$ cat src/rtl/bgap_pkg.sv
package bgap_pkg;

  typedef enum logic [1:0] {
    ST_IDLE = 2'd0,
    ST_SCAN = 2'd1,
    ST_DONE = 2'd2
  } scan_state_t;

endpackage

$ cat src/rtl/bgap_shifter.sv
module bgap_shifter #(
  parameter int DATA_W = 32
) (
  input  logic              clk,
  input  logic              rst,
  input  logic              load_i,
  input  logic              shift_i,
  input  logic [DATA_W-1:0] load_val_i,
  output logic              lsb_o,
  output logic              empty_o
);

  logic [DATA_W-1:0] sh_q;

  always_ff @(posedge clk) begin
    if (rst) begin
      sh_q <= '0;
    end else if (load_i) begin
      sh_q <= load_val_i;
    end else if (shift_i) begin
      sh_q <= {1'b0, sh_q[DATA_W-1:1]};
    end
  end

  assign lsb_o   = sh_q[0];
  assign empty_o = (sh_q == '0);

  // a shift never adds set bits, so the walk always drains
  p_shift_drains_r7: assert property (@(posedge clk) disable iff (rst)
    shift_i && !load_i |=> $countones(sh_q) <= $countones($past(sh_q)));

endmodule

$ cat src/rtl/bgap_tracker.sv
module bgap_tracker #(
  parameter int RES_W = 6
) (
  input  logic             clk,
  input  logic             rst,
  input  logic             clear_i,
  input  logic             step_i,
  input  logic             bit_i,
  output logic [RES_W-1:0] best_o
);

  logic             seen_q;
  logic [RES_W-1:0] run_q;
  logic [RES_W-1:0] best_q;
  logic [RES_W-1:0] cand;

  assign cand = run_q + RES_W'(1);

  always_ff @(posedge clk) begin
    if (rst || clear_i) begin
      seen_q <= 1'b0;
      run_q  <= '0;
      best_q <= '0;
    end else if (step_i) begin
      if (bit_i) begin
        if (seen_q && (cand > best_q)) begin
          best_q <= cand;
        end
        seen_q <= 1'b1;
        run_q  <= '0;
      end else if (seen_q) begin
        run_q <= run_q + RES_W'(1);
      end
    end
  end

  assign best_o = best_q;

  // the best spacing only ever grows during a walk
  p_best_grows_r4: assert property (@(posedge clk) disable iff (rst)
    step_i && !clear_i |=> best_q >= $past(best_q));

  // a set bit restarts the running spacing
  p_run_restart_r2: assert property (@(posedge clk) disable iff (rst)
    step_i && bit_i && !clear_i |=> run_q == '0);

  // no spacing accumulates before the first set bit
  p_no_lead_count_r3: assert property (@(posedge clk) disable iff (rst)
    !seen_q |-> run_q == '0 && best_q == '0);

endmodule

$ cat src/rtl/bgap_ctrl.sv
module bgap_ctrl
  import bgap_pkg::*;
#(
  parameter int DATA_W = 32
) (
  input  logic clk,
  input  logic rst,
  input  logic start_i,
  input  logic empty_i,
  output logic load_o,
  output logic step_o,
  output logic capture_o,
  output logic busy_o,
  output logic done_o
);

  localparam int CNT_W = $clog2(DATA_W + 2) + 1;

  scan_state_t state_q, state_d;

  always_comb begin
    state_d = state_q;
    unique case (state_q)
      ST_IDLE: if (start_i) state_d = ST_SCAN;
      ST_SCAN: if (empty_i) state_d = ST_DONE;
      ST_DONE: if (start_i) state_d = ST_SCAN;
      default: state_d = ST_IDLE;
    endcase
  end

  always_ff @(posedge clk) begin
    if (rst) state_q <= ST_IDLE;
    else     state_q <= state_d;
  end

  assign load_o    = (state_q != ST_SCAN) && start_i;
  assign step_o    = (state_q == ST_SCAN) && !empty_i;
  assign capture_o = (state_q == ST_SCAN) && empty_i;
  assign busy_o    = (state_q == ST_SCAN);
  assign done_o    = (state_q == ST_DONE);

  // Watch counter for the latency bound; checker logic only
  logic [CNT_W-1:0] scan_cnt_q;
  always_ff @(posedge clk) begin
    if (rst || state_q != ST_SCAN) scan_cnt_q <= '0;
    else                           scan_cnt_q <= scan_cnt_q + CNT_W'(1);
  end

  // a walk never lasts beyond DATA_W+1 scanning cycles
  p_latency_bound_r7: assert property (@(posedge clk) disable iff (rst)
    busy_o |-> scan_cnt_q <= CNT_W'(DATA_W));

  // an empty remainder finishes the walk on the next edge
  p_empty_ends_r7: assert property (@(posedge clk) disable iff (rst)
    busy_o && empty_i |=> done_o && !busy_o);

  // a start during a walk does not restart or end it
  p_start_ignored_r9: assert property (@(posedge clk) disable iff (rst)
    busy_o && start_i && !empty_i |=> busy_o);

endmodule

$ cat src/rtl/binary_gap_scan.sv
module binary_gap_scan #(
  parameter int DATA_W = 32,
  parameter int RES_W  = $clog2(DATA_W) + 1
) (
  input  logic              clk,
  input  logic              rst,
  input  logic              start_i,
  input  logic [DATA_W-1:0] value_i,
  output logic              busy_o,
  output logic              done_o,
  output logic [RES_W-1:0]  gap_o
);

  logic             load, step, capture, lsb, empty;
  logic [RES_W-1:0] best;
  logic [RES_W-1:0] gap_q;

  bgap_ctrl #(.DATA_W(DATA_W)) u_ctrl (
    .clk       (clk),
    .rst       (rst),
    .start_i   (start_i),
    .empty_i   (empty),
    .load_o    (load),
    .step_o    (step),
    .capture_o (capture),
    .busy_o    (busy_o),
    .done_o    (done_o)
  );

  bgap_shifter #(.DATA_W(DATA_W)) u_shift (
    .clk        (clk),
    .rst        (rst),
    .load_i     (load),
    .shift_i    (step),
    .load_val_i (value_i),
    .lsb_o      (lsb),
    .empty_o    (empty)
  );

  bgap_tracker #(.RES_W(RES_W)) u_track (
    .clk     (clk),
    .rst     (rst),
    .clear_i (load),
    .step_i  (step),
    .bit_i   (lsb),
    .best_o  (best)
  );

  always_ff @(posedge clk) begin
    if (rst)          gap_q <= '0;
    else if (capture) gap_q <= best;
  end

  assign gap_o = gap_q;

  // never busy and done at once
  p_busy_done_excl_r1: assert property (@(posedge clk) disable iff (rst)
    !(busy_o && done_o));

  // result held while no new start arrives
  p_hold_result_r8: assert property (@(posedge clk) disable iff (rst)
    done_o && !start_i |=> done_o && $stable(gap_o));

  // an accepted start clears done on its edge
  p_start_clears_r8: assert property (@(posedge clk) disable iff (rst)
    done_o && start_i |=> !done_o && busy_o);

  // result never exceeds the largest possible spacing
  p_gap_range_r10: assert property (@(posedge clk) disable iff (rst)
    gap_o <= RES_W'(DATA_W - 1));

endmodule

$ cat config.mk
export PLATFORM = sky130hd
export DESIGN_NAME = binary_gap_scan
export DESIGN_NICKNAME = d
export VERILOG_FILES = /design/src/rtl/bgap_pkg.sv /design/src/rtl/bgap_shifter.sv /design/src/rtl/bgap_tracker.sv /design/src/rtl/bgap_ctrl.sv /design/src/rtl/binary_gap_scan.sv
export SDC_FILE = /design/constraint.sdc
export NUM_CORES = 1
export LEC_CHECK = 0
export ABC_AREA = 0
export BUFFER_PORTS_ARGS = -buffer_cell sky130_fd_sc_hd__buf_2
export CAP_MARGIN = 15
export CORE_MARGIN = 2
export CORE_UTILIZATION = 60
export CTS_CLUSTER_DIAMETER = 30
export DETAILED_ROUTE_END_ITERATION = 6
export PLACE_DENSITY = 0.84
export RECOVER_POWER = 50
export SYNTH_ARGS = -nofsm -noshare
export SYNTH_HDL_FRONTEND = slang
export SYNTH_HIERARCHICAL = 1
export SYNTH_SLANG_ARGS = --single-unit
$ cat constraint.sdc
create_clock -name clk -period 3.55 [get_ports clk]
set_input_delay 0.71 -clock clk [delete_from_list [all_inputs] [get_ports clk]]
set_output_delay 0.71 -clock clk [all_outputs]
set_load 0.01 [all_outputs]
# After elaboration in Yosys (flattened, before gate mapping)
# Index checks and enable logic that the tools add are counted.
dict set report word_totals {
  output_inout_bits 8
  wordCells 35
  register_bits 53
}
dict set report op_classes {
  n_reduce_logical 15
  n_eq_ne 5
  muxes 7
  magnitude_cmp 1
  add_sub_neg 1
}
# cell count
set ops {}
lappend ops {{$mux 32} 2}
lappend ops {{$logic_not 32->1} 1}
lappend ops {{$mux 6} 2}
lappend ops {{$add 6x1->6 const B} 1}
lappend ops {{$gt 6x6->1} 1}
lappend ops {{$ne 2x1->1 const B} 3}
lappend ops {{$reduce_and 2->1} 3}
lappend ops {{$logic_and 1x1->1} 4}
lappend ops {{$mux 2} 2}
lappend ops {{$pmux 2 s2} 1}
lappend ops {{$reduce_bool 2->1} 2}
lappend ops {{$reduce_and 3->1} 1}
lappend ops {{$eq 2x1->1 const B} 1}
lappend ops {{$eq 2x2->1 const B} 1}
lappend ops {{$logic_not 2->1} 1}
lappend ops {{$reduce_or 2->1} 1}
lappend ops {{$logic_not 1->1} 1}
lappend ops {{$logic_or 1x1->1} 1}

# Longest topological paths before layout
dict set report depth {
  ltp_word 5
  depth_mapped 9
  mapped_depth_nobuf 8
}

# Hierarchy
# The synthesis kept the hierarchy.
# mod area_per_inst_um2 seq_area_each_um2 n_inst cells_each
set modules_own_cells {}
lappend modules_own_cells {bgap_shifter 1715.4 640.6 1 150}
lappend modules_own_cells {bgap_tracker 738.2 260.2 1 84}
lappend modules_own_cells {binary_gap_scan 214.0 120.1 1 19}
lappend modules_own_cells {bgap_ctrl 108.9 40.0 1 13}

# Worst setup path after synthesis
# No wires, ideal clock.
dict set report synth_path {
  kind {reg-to-reg}
  start {register u_track.run_q[0]}
  end {register u_track.best_q[0], in the netlist u_track/best_o[0]}
  path_slack_ps 1441
  required_time_ps 3478
  path_stages_with_launch 9
  arrival_time_ps 2038
  n_path_buf 0
  period_less_slack_ps 2109
  cell_sequence {dfxtp_1 -> nand3_1 -> o21a_1 -> or2_2 -> ha_1 -> nand4_1 -> o21bai_4 -> a31oi_4 -> mux2i_1}
}
dict set report synth_via {
  elab_chain_len 4
}
# item line
set synth_rtl {}
lappend synth_rtl {{start: declaration} bgap_tracker.sv:13} ;# logic [RES_W-1:0] run_q;
lappend synth_rtl {{start signal: assignment} bgap_tracker.sv:32} ;# run_q <= run_q + RES_W'(1);
lappend synth_rtl {{$add 6x1->6} bgap_tracker.sv:17} ;# assign cand = run_q + RES_W'(1);
lappend synth_rtl {{net u_track.cand[5]} bgap_tracker.sv:15} ;# logic [RES_W-1:0] cand;
lappend synth_rtl {{$gt 6x6->1} bgap_tracker.sv:26} ;# if (seen_q && (cand > best_q)) begin
lappend synth_rtl {{$logic_and 1x1->1} bgap_tracker.sv:26}
lappend synth_rtl {{$reduce_and 3->1 (no source line)} -}
lappend synth_rtl {{end signal: assignment} bgap_tracker.sv:27} ;# best_q <= cand;
lappend synth_rtl {{end: declaration} bgap_tracker.sv:14} ;# logic [RES_W-1:0] best_q;
# The timed path passes the listed nets, and every way through them passes these cells.
# A chain may end at the register's enable or synchronous reset.

# Worst setup path after layout
dict set report layout_path {
  start {register u_shift.sh_q[21]}
  end {register u_shift.sh_q[28]}
}
dict set report layout_via {
  elab_chain_len 4
}
# item line
set layout_rtl {}
lappend layout_rtl {{start: declaration} bgap_shifter.sv:13} ;# logic [DATA_W-1:0] sh_q;
lappend layout_rtl {{start signal: assignment} bgap_shifter.sv:19} ;# sh_q <= load_val_i;
lappend layout_rtl {{start signal: assignment} bgap_shifter.sv:21} ;# sh_q <= {1'b0, sh_q[DATA_W-1:1]};
lappend layout_rtl {{$logic_not 32->1} bgap_shifter.sv:26} ;# assign empty_o = (sh_q == '0);
lappend layout_rtl {{net empty} binary_gap_scan.sv:14} ;# logic load, step, capture, lsb, empty;
lappend layout_rtl {{$logic_not 1->1} bgap_ctrl.sv:37} ;# assign step_o = (state_q == ST_SCAN) && !empty_i;
lappend layout_rtl {{$logic_and 1x1->1} bgap_ctrl.sv:37}
lappend layout_rtl {{net step} binary_gap_scan.sv:14}
lappend layout_rtl {{$reduce_bool 2->1 (no source line)} -}
# The timed path passes the listed nets, and every way through them passes these cells.

==> results.py <==
metrics = {
    "run": {
        "cap_violations": 0,
    },
    "placed_design": {
        "postPlaceCellArea_mm2": 0.00295,
        "port-buffer-count": 42,
        "dp.cells": 347,
        "place_ws_ns": 1.23,
        "dp_hpwl_um": 3510,
        "gp_congestion": 0.808,
    },
    "timing": {
        "finalHoldViolations": 0,
        "fmax_mhz": 357,
        "holdWs_ns": 0.485,
        "setup_viol": 0,
        "drv_slew": 0,
        "worst_pin_slew_ns": 0.842,
        "fin_ws_ns": 0.747,
        "rsz0062_at_grt": "false",
        "min_period_ns": 2.80,
        "timing.slew.headroom_pct": 43.9,
        "finalClockSkew_ns": 0.00793,
        "finalCritPeriodShare_pct": 79.0,
        "setup_tns_ns": 0,
    },
    "cts": {
        "numCtsBuffers": 5,
        "cts_hold_buf": 0,
        "clock_latency_ns": 0.30,
        "post_cts_buffers": 0,
        "cts_buffer_depth": 2,
        "ctsResizeCount": 0,
        "tritoncts": "yes",
        "cts.clk_slew.worst_paths_ns": 0.09,
        "cts-htree-levels": 2,
        "cts.sinks": 53,
        "root_buffer": "clkbuf_8",
    },
    "global_routing": {
        "antenna_found_initial": 0,
        "grt.busiest_layer": "met2",
        "grt_usage_pct": 21.0,
        "use_met3_pct": 5.69,
        "grt_max_degree": 46,
        "grt_pass1_vias": 1954,
        "grt_util_met2_pct": 35.9,
        "grt_first_pass_wirelength_um": 8540,
        "grt-ovfl-total": 0,
        "grtUsageMet1_pct": 25.1,
    },
    "detailed_routing": {
        "drcViolationCount": 0,
        "vias": 1988,
        "ant_nets": 0,
        "viasPerCell": 5.62,
        "wl_per_cell_um": 14.1,
        "firstDrtPassIters": 4,
        "drt_wl_total_um": 5010,
        "initialDrtViolationCount": 68,
    },
    "logic_synthesis": {
        "synth_top_family_by_area": "multiplexers",
        "syn_inst": 266,
        "synth_edf_count": 0,
        "synthMuxAreaShare_pct": 32.4,
        "yosys.area_share.xor_xnor_pct": 0.946,
        "synth-seq-cells": 53,
        "syn_nets": 308,
        "yosysWarnings": 6,
        "syn_area_mm2": 0.00278,
        "postSynthAreaPerCell_um2": 10.4,
        "synthAdderAreaFrac_pct": 3.15,
        "ys.flop_type": "dfxtp_1",
        "seq_area_frac_synth_pct": 38.2,
        "async_flop_share_pct": 0,
        "synth.distinct_cells": 38,
        "synth_compound_area_share_pct": 5.27,
        "yosys.area_share.simple_pct": 14.4,
    },
    "setup_path": {
        "slowest_delay_ns": 0.78,
        "crit_path_end_kind": "flop",
        "r2r_setup_slack_ns": 0.75,
        "reg2reg_to": "u_shift/sh_q[28]",
        "cp_common_cell": "nor2_1",
        "cpMaxStageDelayCell": "clkbuf_2",
        "worstSetupPathType": "flop to flop",
        "worstPathRequired_ns": 3.72,
        "r2r_start": "u_shift/sh_q[21]",
        "cp-startpoint": "u_shift/sh_q[21]",
        "worst_ep_arrival_time_ns": 2.98,
        "critPathCapture": "u_shift/sh_q[28]",
        "crit_chain": "nor4_1 > nand4_1 > nor2_1 > nor2_1 > clkbuf_2 > mux2_2 > mux2i_1 > nor2_1",
        "start_kind": "flop",
        "path_max_fanout": 26,
        "rr_worst_depth": 8,
    },
    "finish": {
        "instances_no_fill": 354,
        "fin_area_mm2": 0.00299,
        "regArea_mm2": 0.00106,
        "syn2layout_area_growth_pct": 7.57,
        "multi_input_area_mm2": 0.00154,
        "drive_gt1_share_pct": 25.8,
        "n_antenna_cell": 0,
        "fin_util_pct": 67.7,
        "nets": 344,
        "fill_cells": 364,
    },
    "power": {
        "power.total_mw": 1.22,
        "power_per_cell_area_mw_per_mm2": 409,
        "leakagePower_nw": 1.26,
        "peakVddDrop_mv": 0.320,
    },
    "floorplanning": {
        "core-area_mm2": 0.00441,
        "boundaryPins": 43,
        "die_x_um": 72.0,
        "std_cell_rows": 24,
        "fp.dieH_um": 72.0,
        "initial_utilization_pct": 62.9,
        "dieArea_mm2": 0.00519,
    },
    "hold_path": {
        "worst_hold_startpoint": "u_track/best_o[1]",
        "hold_path.class": "flop to flop",
    },
    "status": {
        "status": "completed",
    },
}
cells in the final DEF (no fill, tap or decap), drive strengths merged, types with 2 or more instances in the layout:
cell    count
or2         2
nand4       3
a22oi       4
nor2       48
mux2i      44
inv         7
mux2       31
xnor2       2
nand2      13
ha          7
dfxtp      53
a21oi       4
o21ai       3
nor2b       2
and2        2
nor4        8
nand3       4
clkbuf     13
buf        36
report_power, final:
| part | internal, mW | switching, mW | total (mW) |
|---|---|---|---|
| logic | 0.129 | 0.108 | 0.237 |
| registers | 0.628 | 0.0268 | 0.655 |
| clock network | 0.136 | 0.194 | 0.331 |
routing by layer:
| metal | part of all wire, % | routed length [µm] |
|---|---|---|
| met1 | 45 | 2240 |
| met2 | 50 | 2510 |
| met4 | 1.6 | 82 |
| met5 | 0 | 0 |
| met3 | 3.5 | 174 |
kinds of logic after synthesis:
family	after synthesis
AO/OA/AOI/OAI	18
XOR/XNOR	3
adder cells (fa/ha/maj)	7
buffers and inverters	22
flip-flops	53
multiplexers	75
AND/OR/NAND/NOR	88
synthesized netlist by cell type, drive strengths merged (3+ instances only):
| master | n | share of area (%) |
|---|---|---|
| nand3 | 4 | 0.72 |
| clkbuf | 6 | 0.81 |
| nor2 | 48 | 6.5 |
| mux2i | 44 | 16 |
| dfxtp | 53 | 38 |
| nand4 | 3 | 0.68 |
| o21ai | 3 | 0.54 |
| a22oi | 4 | 1.1 |
| inv | 7 | 0.95 |
| mux2 | 31 | 16 |
| nand2 | 13 | 1.8 |
| buf | 9 | 3.9 |
| a21oi | 4 | 0.72 |
| nor4 | 8 | 1.8 |
| ha | 7 | 3.2 |
layout make-up:
cell class / instances / area share, %
clock inverter: 2 / 0.545
clock buffer: 5 / 2.30
tap: 52 / 2.18
multi-input combinational: 191 / 51.4
inverter: 7 / 0.880
sequential: 53 / 35.5
timing repair buffer: 44 / 7.16
how the worst min path moves through the flow:
stage                   endpoint  slack, ns  depth (start not counted)
6_report       u_track/best_o[1]       0.49                          2
5_1_grt        u_track/best_o[3]       0.50                          2
4_1_cts        u_track/best_o[1]       0.49                          2
3_5_place_dp   u_track/best_o[1]       0.47                          2
3_3_place_gp    u_track/run_q[5]       0.46                          2
2_1_floorplan   u_track/run_q[5]       0.45                          2
registers in the layout (all words and copies together), names as in the netlist:
name / cells
u_shift/sh_q: 32
gap_o: 6
u_track/best_o: 6
u_track/run_q: 6
u_ctrl/state_q: 2
u_track/seen_q: 1
worst max-delay path: cells and delay by family (launching register included):
family / cells / cell delay, ns
buffers and inverters: 1 / 0.78
and+or+nand+nor: 5 / 0.96
muxes: 2 / 0.55
DFF: 1 / 0.38
Power figures use the tool's default switching activity.
